### config.mk
export PLATFORM = sky130hd
export DESIGN_NAME = dom_access_guard
export DESIGN_NICKNAME = d
export VERILOG_FILES = /design/src/rtl/dom_access_guard.sv
export SDC_FILE = /design/constraint.sdc
export NUM_CORES = 1
export LEC_CHECK = 0
export BUFFER_PORTS_ARGS = -buffer_cell sky130_fd_sc_hd__buf_4
export CORE_MARGIN = 10
export CORE_UTILIZATION = 35
export CTS_CLUSTER_DIAMETER = 40
export CTS_CLUSTER_SIZE = 8
export DETAILED_ROUTE_END_ITERATION = 6
export PLACE_DENSITY = 0.61
export SLEW_MARGIN = 20
export SYNTH_ARGS = -nofsm -noshare
export SYNTH_HDL_FRONTEND = slang
export SYNTH_SLANG_ARGS = --single-unit
### constraint.sdc
create_clock -name clk -period 1.6 [get_ports clk]
set_input_delay 0.08 -clock clk [delete_from_list [all_inputs] [get_ports clk]]
set_output_delay 0.08 -clock clk [all_outputs]
set_load 0.1 [all_outputs]
### src/rtl/dom_access_guard.sv
`timescale 1ns/1ps
module dom_access_guard #(
  parameter int NM = 6,
  parameter int NP = 5,
  localparam int MW = (NM > 1) ? $clog2(NM) : 1,
  localparam int PW = (NP > 1) ? $clog2(NP) : 1,
  localparam int IW = (MW > PW) ? MW : PW
) (
  input  logic          clk,
  input  logic          rst_n,
  input  logic          cfg_we,
  input  logic          cfg_tbl,
  input  logic [IW-1:0] cfg_idx,
  input  logic [31:0]   cfg_wdata,
  output logic [31:0]   cfg_rdata,
  input  logic [MW-1:0] cfg_master,
  output logic [1:0]    cfg_dom,
  input  logic [MW-1:0] chk_master,
  input  logic [PW-1:0] chk_periph,
  input  logic          chk_write,
  output logic          chk_allow,
  output logic [1:0]    chk_dom,
  output logic          chk_sema
);
  logic [1:0] m_dom  [NM];
  logic       m_lck  [NM];
  logic [7:0] p_perm [NP];
  logic       p_sema [NP];
  logic       p_lck  [NP];

  wire unused_wdata = ^cfg_wdata[29:8];

  for (genvar i = 0; i < NM; i++) begin : g_mst
    wire wr = cfg_we && !cfg_tbl && (cfg_idx == IW'(i)) && !m_lck[i];
    always_ff @(posedge clk or negedge rst_n)
      if (!rst_n) begin
        m_dom[i] <= 2'd0;
        m_lck[i] <= 1'b0;
      end else if (wr) begin
        m_dom[i] <= cfg_wdata[1:0];
        m_lck[i] <= cfg_wdata[31];
      end
  end

  for (genvar j = 0; j < NP; j++) begin : g_per
    wire wr = cfg_we && cfg_tbl && (cfg_idx == IW'(j)) && !p_lck[j];
    always_ff @(posedge clk or negedge rst_n)
      if (!rst_n) begin
        p_perm[j] <= 8'hFF;
        p_sema[j] <= 1'b0;
        p_lck[j]  <= 1'b0;
      end else if (wr) begin
        p_perm[j] <= cfg_wdata[7:0];
        p_sema[j] <= cfg_wdata[30];
        p_lck[j]  <= cfg_wdata[31];
      end
  end

  always_comb begin
    cfg_rdata = 32'd0;
    if (!cfg_tbl) begin
      for (int i = 0; i < NM; i++)
        if (cfg_idx == IW'(i)) cfg_rdata = {m_lck[i], 29'd0, m_dom[i]};
    end else begin
      for (int j = 0; j < NP; j++)
        if (cfg_idx == IW'(j)) cfg_rdata = {p_lck[j], p_sema[j], 22'd0, p_perm[j]};
    end
  end

  logic       hit_m, hit_p;
  logic [7:0] perm;

  always_comb begin
    hit_m = 1'b0; chk_dom = 2'd0; cfg_dom = 2'd0;
    for (int i = 0; i < NM; i++) begin
      if (chk_master == MW'(i)) begin hit_m = 1'b1; chk_dom = m_dom[i]; end
      if (cfg_master == MW'(i)) cfg_dom = m_dom[i];
    end
  end

  always_comb begin
    hit_p = 1'b0; perm = 8'd0; chk_sema = 1'b0;
    for (int j = 0; j < NP; j++)
      if (chk_periph == PW'(j)) begin
        hit_p = 1'b1; perm = p_perm[j]; chk_sema = p_sema[j];
      end
  end

  assign chk_allow = hit_m && hit_p && perm[{chk_dom, !chk_write}];
endmodule

* After elaboration in Yosys (flattened, before gate mapping)
Cells that the tools add are included.
** Cells by class
- Eq/ne operators :: 19
- Multiplexer cells :: 47
- Reduce and logical (&&, ||, !) cells :: 43
- $lt $le $gt $ge :: 1
** Operators by type and width (number)
- $mux W32 :: 12
- $mux W8 :: 5
- $logic_and A1 B1 Y1 :: 26
- $eq A3 B2 Y1 const B :: 8
- $mux W2 :: 12
- $eq A3 B3 Y1 const B :: 7
- $mux W1 :: 17
- $logic_not A1 Y1 :: 13
- $eq A3 B1 Y1 const B :: 4
- $logic_not A3 Y1 :: 4
- $lt A3 B4 Y1 const B :: 1
- $bmux W1 S3 :: 1
** Storage, ports and cells
- Output and inout bits :: 38
- Input bits :: 49
- Bits in registers :: 68
- Logic and storage cells :: 137

* Longest topological paths before layout
Gate-level depths: netlist of the first run.
- Word-level depth :: 10
- Gate-level depth with buffers :: 7
- Mapped depth without buffers :: 5

* Least setup slack after synthesis of the first run
Ideal clock, no wire load.
- Kind :: register to output
- Start point :: register m_dom[1] in the netlist's numbering
- End point :: output chk_allow
- Path slack :: -3.379 ns
- Buffers on the path :: 0
- Data arrival time :: 4.899 ns
- Cell stages (with the launch flop) :: 6
- Required time :: 1.520 ns
- Cells stage by stage :: dfrtp_1 > nand2b_1 > o311ai_1 > a221oi_1 > mux2i_1 > o22ai_1
** Between the ends
- Word-level cells in the longest chain between the ends :: 4
** Ends and longest elaborated chain
- from (decl) :: RTL line 25 : logic [1:0] m_dom [NM];
- from (signal, indexed assignment) :: RTL line 40 : m_dom[i] <= cfg_wdata[1:0];
- $mux W2 :: RTL line 76 : if (chk_master == MW'(i)) begin hit_m = 1'b1; chk_dom = m_dom[i]; end
- named net chk_dom[1] :: RTL line 22 : output logic [1:0] chk_dom,
- $bmux W1 S3 :: RTL line 89 : assign chk_allow = hit_m && hit_p && perm[{chk_dom, !chk_write}];
- $mux W1 (implied by the code) :: RTL line 89
- $logic_and A1 B1 Y1 :: RTL line 89
- to (decl) :: RTL line 21 : output logic chk_allow,
The timed path passes the listed nets, and every way through them passes these cells. The select of a mux whose other input is x is not followed.

* Final worst setup path of the first run
- Start point :: register p_perm[29] in the netlist's numbering
- End point :: output chk_allow
** Between the ends
- Word-level cells in the longest chain between the ends :: 7
** Ends and longest elaborated chain
- from (decl) :: RTL line 27 : logic [7:0] p_perm [NP];
- from (signal, indexed assignment) :: RTL line 53 : p_perm[j] <= cfg_wdata[7:0];
- $mux W8 (4 in series) :: RTL line 84 : if (chk_periph == PW'(j)) begin
- $bmux W1 S3 :: RTL line 89
- $mux W1 (implied by the code) :: RTL line 89
- $logic_and A1 B1 Y1 :: RTL line 89
Every way passes these cells. The select of a mux whose other input is x is not followed.

==> results of run 1 <==
[how the worst max path moves through the flow]
stage / endpoint / depth (start not counted) / startpoint / slack [ps]
after floorplan: chk_allow / 5 / m_dom[1]$_DFFE_PN0P_ / -940
after global placement: chk_allow / 6 / p_perm[29]$_DFFE_PN1P_ / -330
after global routing: chk_allow / 6 / p_perm[29]$_DFFE_PN1P_ / -650
after detailed placement: chk_allow / 6 / p_perm[29]$_DFFE_PN1P_ / -380
after CTS: chk_allow / 6 / p_perm[29]$_DFFE_PN1P_ / -520
final: chk_allow / 6 / p_perm[29]$_DFFE_PN1P_ / -570
[sequential cells by signal (all words and copies together), names as in the netlist]
signal	cells
m_lck	6
p_perm	40
m_dom	12
p_lck	5
p_sema	5
[layer usage]
| metal | share of wire (%) | global-route usage [%] | up-vias | wire length (um) |
|---|---|---|---|---|
| li1 | - | - | 1474 | - |
| met1 | 44 | 17.6 | 1568 | 4990 |
| met2 | 49 | 23.6 | 83 | 5550 |
| met3 | 5.8 | 3.31 | 13 | 657 |
| met4 | 1.7 | 5.03 | 0 | 193 |
| met5 | 0 | 0 | - | 0 |
[timing repair]
item                       4_1_cts  5_1_grt
buffers inserted                 2        4
hold buffers                     2        0
pin swaps                       14        8
hold endpoints to repair        15        0
setup endpoints to repair       15       16
gates resized for setup         68       12
[cell families (layout without fill, tap and decap cells)]
kind of cell    after synthesis  in the layout  synth area share [%]
simple gates                 66             66                  9.29
flops                        68             68                  42.8
buf+inv                      51            140                  7.33
compound gates               64             64                  11.4
mux                          95             95                  29.1
other cells                   1             22                0.0915
[through the flow]
| step | setup TNS (ps) | setup WS, ps | cells |
|---|---|---|---|
| floorplan | -1460 | -936 | 366 |
| global placement | -720 | -328 | 578 |
| detailed placement | -819 | -380 | 578 |
| CTS | -2540 | -522 | 596 |
| global route | -3390 | -649 | 598 |
| finish | -2640 | -567 | 598 |
[report_power, final]
| group | switching [W] | total [W] | internal, W |
|---|---|---|---|
| Combinational | 0.00147 | 0.00281 | 0.00134 |
| Sequential | 0.000329 | 0.00268 | 0.00235 |
| Clock | 0.000760 | 0.00244 | 0.00168 |
| Total | 0.00256 | 0.00792 | 0.00537 |
[placed cells by master, fill, tap and decap left out, drive strengths merged, types with 2 or more instances in the layout]
cell and n:
mux4 12, dfstp 40, o221ai 3, nor4 2, a211oi 2, inv 8, o22ai 2, mux2i 9
nand2 10, nand3 3, a31oi 3, buf 114, a21o 2, nor3 2, conb 22, bufinv 4
a22oi 10, o211ai 2, a21oi 10, a221oi 6, or2 2, nand2b 6, dfrtp 28, or4 4
nor2 23, a31o 2, o21ai 3, and2b 2, mux2 74, a32oi 7, o21bai 8, dlygate4sd3 2
nor3b 2, clkbuf 9, clkinv 3, nor2b 5
[layout make-up]
type                            count  area (um^2)
Clock buffer                        9          225
Clock inverter                      7          139
Fill cell                         993         5500
Inverter                            8         30.0
Multi-Input combinational cell    247         2480
Sequential cell                    68         1750
Tap cell                          143          179
Timing Repair Buffer              116         1120
[worst max-delay path, stage by stage (launching register included)]
cell and delay [ps]:
dfstp_2 530, nor4bb_4 210, a221oi_2 70, a221oi_2 360, mux2i_2 150, o22ai_4 230
buf_12 200
==> summary.txt, run 1 <==
Die
  • Die Y: around 130 um
  • Core area: between 0.01 and 0.015 mm^2
  • FP Rows: 39
  • Initial Utilization: between 30% and 40%
  • Die ar.: about 0.016 mm^2
  • Die extent in x: around 130 um
  • Num ports: 87

Power
  • Worst vdd ir: 0.000679 V
  • Power density over cell area: between 1000 and 1500 mW/mm^2
  • Final Total Pwr: approximately 0.008 W
  • Leakage: 2.47 nW

Logic synthesis
  • Yosys top cell area share: approximately a quarter
  • Syn Std Cell Area: 0.00410 mm^2
  • Async set or reset register ratio after synthesis: 100%
  • EDFF count, synth: 0
  • Post-synthesis area per instance: between 10 and 15 um^2
  • Top cells by area, synth: dfstp_2 26%, mux2_2 20%, dfrtp_1 17%
  • Netlist cell types: 47
  • Leading area contributor after synthesis: dfstp_2
  • Most common cell in the netlist: mux2_2
  • Sequential cell area fraction in the yosys report: a little over two fifths
  • YS warnings: 0
  • Commonest cells post-synth: 74 x mux2_2, 40 x dfstp_2, 28 x dfrtp_1, 24 x buf_4, 23 x nor2_1
  • Post-synthesis cell count: 345
  • #FFs+latches synth: 68
  • Main synth FF type: dfstp_2

Worst setup path
  • CP max FO: 2
  • Startpoint types: register
  • WP data arrival: approximately 2100 ps
  • Worst R2R End: m_dom[11]$_DFFE_PN0P_
  • FF-to-FF Start: m_lck[5]$_DFFE_PN0P_
  • CP endpoint kind: output port
  • R2R Setup Slk: 70 ps
  • Crit Path Category: register to output port
  • R2R cell count: 3
  • Worst EP required: roughly 1500 ps

Job
  • Max-cap viol count: 0

Finish
  • Final instance area: about 0.0059 mm^2
  • Area grow syn2layout: 44.6%
  • Share of layout cells above drive strength 1: approximately 67%
  • Final Util: roughly half
  • Antenna Cells: 0
  • Layout Nets: 499

Clock tree
  • Clk sink count: 68
  • Clock Pin Slew Worst Setup and Hold Paths: 60 ps
  • Longest Clk Path Bufs: 2
  • Clk_lat worst skew: approximately 330 ps
  • Clock H-tree levels: 3
  • Root buffer cell: clkbuf_16
  • Total CTS buffers: 9
  • CTS tree: done

STA
  • Tmin final: 2170 ps
  • Final worst setup slack: -567 ps
  • RSZ-0062 raised after global routing: yes
  • Fin crit share: 135%
  • Hold Fails Final Rpt: 0
  • WHS: between 10 and 15 ps
  • Layout Skew: roughly 6.9 ps
  • Max Slew Vio Count: 0
  • Maximum clock rate: 461 MHz
  • Final setup viols: 15

Placement
  • RD Place Congestion: between 0.7 and 0.8
  • Placed Area: between 0.005 and 0.006 mm^2
  • IO buf count: between 40 and 50
  • Post-DP HPWL: around 8.6 mm

Route
  • Routed WL: ~11 mm
  • DRC: 0
  • Vias: ~3100
  • First-pass DRT Iterations: 5
  • Post-route ant nets: 0
  • Initial DRC Count: roughly 170
  • WL per Instance: roughly 19 um
  • Vias per inst: around 5.2

Global routing
  • Vias in the first global route: 3377
  • Initial antenna violation count: 0
  • Global Route Usage Sum: between 10% and 20%
  • Largest net degree at the start of global routing: 37
  • First-pass GRT wire length: about 19 mm
  • Grt ovf: 0

Min path
  • Hold crit path type: input port to register
  • Hold Crit Depth: 2
  • Worst Min Path Start: cfg_wdata[30]
  • Hold path endpoint: p_sema[3]$_DFFE_PN0P_

Status
  • Outcome: complete, but fails checks
  • Violated checks: negative setup slack
(Power assumes the default switching activity.)
==> run 2, diff against run 1 <==
Settings changed: ABC_AREA set to 1, REMOVE_ABC_BUFFERS set to 1, SKIP_LAST_GASP set to 1.
==> run 2 against run 1 <==
Against the previous run:
- the flow finishes with violations (negative hold slack, negative setup slack)
- synthesized area down 1.6%
- maximum frequency up 17%
- non-clock buffer count down 19
- clock skew down 2.3 ps
- combinational power down 64%
- core utilization down 4.0 points
- flip-flop and latch count unchanged
- clock power down 16%
- wire length up 9.9%
- largest cell class unchanged
- highest routed layer unchanged
==> summary.txt, run 2 <==
Logic synthesis
  • Most common cell in the netlist: nand2_1
  • Sequential cell area fraction in the yosys report: 43.5% (+0.70 points)
  • Syn Std Cell Area: 0.00403 mm^2 (-1.6%)
  • Post-synthesis cell count: 537 (+56%)
  • EDFF count, synth: 0 (unchanged)
  • #FFs+latches synth: 68 (unchanged)
  • Post-synthesis area per instance: 7.50 um^2 (-37%)
  • Yosys top cell area share: 26.1% (+0.42 points)
  • Leading area contributor after synthesis: dfstp_2
  • Main synth FF type: dfstp_2
  • Commonest cells post-synth: 131 x nand2_1, 85 x o21ai_0, 76 x inv_1, 40 x dfstp_2
  • YS warnings: 0 (unchanged)
  • Top cells by area, synth: dfstp_2 26%, dfrtp_1 17%, nand2_1 12%
  • Netlist cell types: 33 (-30%)
  • Async set or reset register ratio after synthesis: 100% (unchanged)

STA
  • Fin crit share: 116% (-19 points)
  • Max Slew Vio Count: 0 (unchanged)
  • Hold Fails Final Rpt: 1 (+1)
  • Worst Max-Slew Pin Slew: around 540 ps
  • Relative slew slack: around 64%
  • Final worst setup slack: -257 ps (+310 ps)
  • Maximum clock rate: 538 MHz (+17%)
  • Tmin final: 1860 ps (-310 ps)
  • RSZ-0062 raised after global routing: yes
  • Layout Skew: 4.61 ps (-2.25 ps)
  • Final setup viols: 3 (-12)
  • WHS: -11.1 ps (-22.5 ps)

Clock tree
  • Clk_lat worst skew: 340 ps (about the same)
  • Total CTS buffers: 9 (unchanged)
  • CTS tree: done
  • Root buffer cell: clkbuf_16
  • Clock Pin Slew Worst Setup and Hold Paths: 50 ps (about the same)
  • Longest Clk Path Bufs: 2 (unchanged)
  • Clk sink count: 68 (unchanged)
  • Clock H-tree levels: 3 (unchanged)

Status
  • Outcome: complete, but fails checks
  • Violated checks: negative hold slack, negative setup slack

Die
  • Initial Utilization: 35.4% (-0.43 points)
  • Num ports: 87 (unchanged)
  • FP Rows: 39 (unchanged)
  • Die Y: 127 um (-0.69%)
  • Die extent in x: 127 um (-0.69%)
  • Core area: 0.0114 mm^2 (-0.43%)
  • Die ar.: 0.0162 mm^2 (-1.4%)

Placement
  • Dpl ws: -21.5 ps (+358 ps)
  • IO buf count: 42 (unchanged)
  • RD Place Congestion: 0.893 (+14%)
  • Post-DP HPWL: 9.15 mm (+6.5%)
  • Placed Area: 0.00468 mm^2 (-9.6%)

Worst setup path
  • Worst Setup SP: p_perm[5]$_DFFE_PN1P_
  • CP bufs+invs: 3 (+2)
  • Crit Path Category: register to output port
  • CP max FO: 2 (unchanged)
  • WP data arrival: 1780 ps (-310 ps)
  • Levels on crit path: 11 (+5)
  • FF-to-FF Start: p_lck[2]$_DFFE_PN0P_
  • Startpoint types: register
  • CP endpoint kind: output port
  • Crit path cell chain: inv_1, o21ai_1, inv_1, nand3_1, nand2_2, nand2_1, nand2_1, nand2_1, nand2_1, nor2_2, buf_12
  • Most frequent CP cell: nand2_1
  • Worst EP required: 1520 ps (about the same)
  • R2R cell count: 3 (unchanged)
  • Slowest CP cell: dfstp_2
  • Largest stage delay, worst path: 520 ps (about the same)
  • Cell family with most CP delay: flip-flops

Finish
  • Final instance area: 0.00544 mm^2 (-8.1%)
  • Biggest register: p_perm
  • Antenna Cells: 0 (unchanged)
  • Commonest cells after routing, fill and taps aside: 122 x nand2_1, 76 x o21ai_0, 66 x buf_4, 64 x inv_1, 40 x dfstp_2
  • Top flop regs: p_perm x40, m_dom x12, m_lck x6
  • Area grow syn2layout: 35.1%
  • Commonest non-fill, non-tap cell in the layout: nand2_1
  • Layout Nets: 679 (+36%)
  • Max FFs per register: 40 (unchanged)
  • Share of layout cells above drive strength 1: 33.4% (-34 points)

Min path
  • Hold crit path type: input port to register
  • Hold Crit Depth: 3 (+1)
  • Worst Min Path Start: cfg_wdata[3]

Power
  • Power density over cell area: 892 mW/mm^2 (-33%)
  • Worst vdd ir: 0.000416 V (-39%)
  • Leakage: 2.48 nW (+0.59%)

Global routing
  • Initial antenna violation count: 0 (unchanged)
  • Grt ovf: 0 (unchanged)
  • Vias in the first global route: 3855 (+14%)
  • First-pass GRT wire length: 19.8 mm (+6.6%)
  • Global Route Usage Sum: 15.1% (+0.83 points)
  • Largest net degree at the start of global routing: 39 (+5.4%)

Route
  • Vias per inst: 5.14 (-2.1%)
  • Post-route ant nets: 0 (unchanged)
  • Initial DRC Count: 204 (+17%)
  • Vias: 3997 (+27%)
  • WL per Instance: 16.1 um (-16%)
  • First-pass DRT Iterations: 6 (+1)
  • DRC: 0 (unchanged)
  • Routed WL: 12.5 mm (+9.9%)

Job
  • Max-cap viol count: 0 (unchanged)
run 2: final timing paths:
| path | endpoint | slack [ps] |
|---|---|---|
| setup / recovery | chk_allow | -260 |
| hold / removal | p_perm[3]$_DFFE_PN1P_ | -10 |
| setup reg to reg | p_perm[16]$_DFFE_PN1P_ | 390 |
| hold reg to reg | m_lck[2]$_DFFE_PN0P_ | 470 |
| max in group asynchronous | p_perm[34]$_DFFE_PN1P_ | 720 |
| min in group asynchronous | m_lck[4]$_DFFE_PN0P_ | 280 |
run 2: worst register-to-register path, stage by stage (launching register included):
cell and delay (ps):
dfrtp_1 390, inv_1 80, nand3_2 330, o21ai_0 320
run 2: timing repair:
item / 4_1_cts / 5_1_grt
hold buffers: 9 / 0
endpoints found under the hold margin: 38 / 0
setup endpoints to repair: 9 / 14
resized for setup: 30 / 58
pin swaps: 10 / 19
setup buffers: 4 / 6
run 2: logic make-up (layout without fill, tap and decap cells):
logic type	after synthesis	in the layout	share of synthesized area [%]
AO/OA/AOI/OAI	133	133	18.6
flip-flops	68	68	43.5
buffers and inverters	119	196	13.8
AND/OR/NAND/NOR	216	216	24.1
other	1	22	0.0930
run 2: routing by layer:
metal,routed length (um),track usage (%),vias up
met2,6050,24.9,132
met4,336,7.17,0
met1,5380,18.2,1919
met3,755,3.31,23
met5,0,0,-
li1,-,-,1923
run 2: area by class of cell:
type | instances | area, um^2
inverters | 83 | 312
clock inverters | 4 | 45.0
fillers | 1066 | 5930
well taps | 143 | 179
multi-input cells | 371 | 1960
clock buffers | 12 | 268
flip-flops and latches | 68 | 1750
repair buffers | 97 | 925
run 2: power by group:
part / switching (W) / internal [W]
Sequential: 0.0000232 / 0.00177
Clock: 0.000729 / 0.00133
Combinational: 0.000747 / 0.000257
Total: 0.00150 / 0.00336
run 2: metrics by stage:
stage	total power, W	TNS (ps)	instances	util (%)
floorplan	0.00242	-7700	522	-
CTS	0.00484	-697	772	45.8
global placement	0.00271	-9.08	743	41.2
finish	0.00486	-407	778	47.9
global route	0.00504	-957	778	47.9
detailed placement	0.00272	-21.5	743	41.2
==> run 3, diff against run 2 <==
Clock period 1.6 ns to 2.4 ns, I/O delays scaled along.
==> run 3 against run 2 <==
Against the previous run:
- the run now ends clean
- core utilization fell by 6.3 points
- power decreased by 32%
- register-to-register slack better by 750 ps
- clock power decreased by 25%
- worst hold slack better by 19 ps
- via count down 5.7%
- setup slack gained 630 ps
==> summary.txt, run 3 (synthesis gave the netlist of run 2 again) <==
Die
  • Die Y: 127 um (unchanged)
  • Die extent in x: 127 um (unchanged)
  • Die ar.: 0.0162 mm^2 (unchanged)
  • Num ports: 87 (unchanged)
  • Initial Utilization: 35.4% (unchanged)
  • FP Rows: 39 (unchanged)
  • Core area: 0.0114 mm^2 (unchanged)

Finish
  • Final Util: 41.6% (-6.3 points)
  • Commonest cells after routing, fill and taps aside: 131 x nand2_1, 85 x o21ai_0, 76 x inv_1, 43 x buf_4, 40 x dfstp_2
  • Fill count: 1172 (+9.9%)
  • Commonest non-fill, non-tap cell in the layout: nand2_1
  • Max FFs per register: 40 (unchanged)
  • Antenna Cells: 0 (unchanged)
  • Share of layout cells above drive strength 1: 20.8% (-13 points)
  • Area grow syn2layout: 17.3%
  • Layout Nets: 626 (-7.8%)
  • Top flop regs: p_perm x40, m_dom x12, m_lck x6
  • Biggest register: p_perm

Global routing
  • Vias in the first global route: 3612 (-6.3%)
  • Grt ovf: 0 (unchanged)
  • Global Route Usage Sum: 13.9% (-1.1 points)
  • First-pass GRT wire length: 18.5 mm (-6.7%)
  • Initial antenna violation count: 0 (unchanged)
  • Largest net degree at the start of global routing: 69 (+77%)

Worst setup path
  • Startpoint types: register
  • WP data arrival: 1910 ps (+130 ps)
  • R2R Setup Slk: 1140 ps (+750 ps)
  • CP max FO: 2 (unchanged)
  • CP endpoint kind: output port
  • Worst EP required: 2280 ps (+760 ps)
  • Crit Path Category: register to output port

STA
  • Max Slew Vio Count: 0 (unchanged)
  • Layout Skew: 3.73 ps (-0.875 ps)
  • Relative slew slack: 43.2% (-21 points)
  • Hold Fails Final Rpt: 0 (-1)
  • Tmin final: between 2000 and 2500 ps
  • Worst Max-Slew Pin Slew: 852 ps (+315 ps)
  • RSZ-0062 raised after global routing: no
  • Fin crit share: between 80% and 90%
  • Maximum clock rate: slightly below 500 MHz
  • WHS: 8.34 ps (+19.4 ps)
  • Final setup viols: 0 (-3)

Placement
  • IO buf count: 42 (unchanged)
  • RD Place Congestion: 0.825 (-7.6%)
  • Post-DP HPWL: 8.27 mm (-9.6%)

Clock tree
  • Clock Pin Slew Worst Setup and Hold Paths: 60 ps (about the same)
  • Clock H-tree levels: 3 (unchanged)
  • Root buffer cell: clkbuf_16
  • Post_cts resized: 0 (-100%)
  • Clk_lat worst skew: 330 ps (about the same)
  • Clk sink count: 68 (unchanged)
  • Longest Clk Path Bufs: 2 (unchanged)
  • CTS tree: done
  • Total CTS buffers: 9 (unchanged)

Route
  • WL per Instance: 15.9 um (-1.2%)
  • First-pass DRT Iterations: 6 (unchanged)
  • DRC: 0 (unchanged)
  • Post-route ant nets: 0 (unchanged)
  • Routed WL: 11.5 mm (-7.9%)
  • Vias: 3770 (-5.7%)
  • Initial DRC Count: 355 (+74%)
  • Vias per inst: 5.20 (+1.2%)

Job
  • Max-cap viol count: 0 (unchanged)

Min path
  • Hold crit path type: input port to register

Power
  • Power density over cell area: 698 mW/mm^2 (-22%)
  • Leakage: 2.18 nW (-12%)
  • Worst vdd ir: 0.000398 V (-4.4%)

Status
  • Outcome: complete, no violations
run 3: final cells by class:
cell class              count  area, um^2  area share (%)
well taps                 143         179            3.79
repair buffers             44         333            7.04
flip-flops and latches     68        1750            37.1
clock inverters             6         110            2.33
inverters                  83         312            6.59
clock buffers              10         239            5.06
multi-input cells         371        1800            38.1
run 3: power breakdown:
group          internal (W)  leakage, nW  switching, W  total, W
Sequential          0.00118        0.740     0.0000142   0.00119
Combinational      0.000102         1.27      0.000462  0.000564
Clock               0.00104        0.173      0.000498   0.00154
run 3: final timing paths:
check                                 startpoint                     end  cells past startpoint
max reg2reg                 p_lck[2]$_DFFE_PN0P_  p_perm[18]$_DFFE_PN1P_                      3
min in group asynchronous                  rst_n    m_dom[2]$_DFFE_PN0P_                      2
min reg2reg                 m_lck[2]$_DFFE_PN0P_    m_lck[2]$_DFFE_PN0P_                      2
max                        p_perm[5]$_DFFE_PN1P_               chk_allow                     11
min                                 cfg_wdata[5]   p_perm[5]$_DFFE_PN1P_                      3
max in group asynchronous                  rst_n   p_sema[2]$_DFFE_PN0P_                      2
run 3: timing repair:
action                                 in CTS  in global routing
endpoints found under the hold margin      28                  0
setup buffers                               0                  0
hold buffers                                1                  0
run 3: worst max-delay path: stages, from the launching register on:
cell,delay (ps)
dfstp_2,520
inv_1,50
o21ai_0,150
inv_1,50
nand3_1,80
nand2_1,110
nand2_1,90
nand2_1,50
nand2_1,50
nand2_1,50
nor2_1,80
buf_4,290
run 3: through the flow:
step | cell area (um^2) | worst slack [ps] | setup TNS (ps) | cells | power (W)
final | 4730 | 373 | 0 | 725 | 0.00330
after global routing | 4730 | 208 | 0 | 725 | 0.00341
after CTS | 4730 | 380 | 0 | 725 | 0.00331
after detailed placement | 4370 | 480 | 0 | 708 | 0.00177
after global placement | 4370 | 479 | 0 | 708 | 0.00177
after floorplan | 3860 | -393 | -738 | 522 | 0.00161
run 3: per-layer routing:
| metal | routed length [um] | global-route usage (%) | vias to the layer above |
|---|---|---|---|
| met5 | 0 | 0 | - |
| met4 | 195 | 4.15 | 0 |
| met3 | 926 | 3.64 | 16 |
| met2 | 5510 | 23.7 | 161 |
| met1 | 4900 | 16.8 | 1788 |
| li1 | - | - | 1805 |
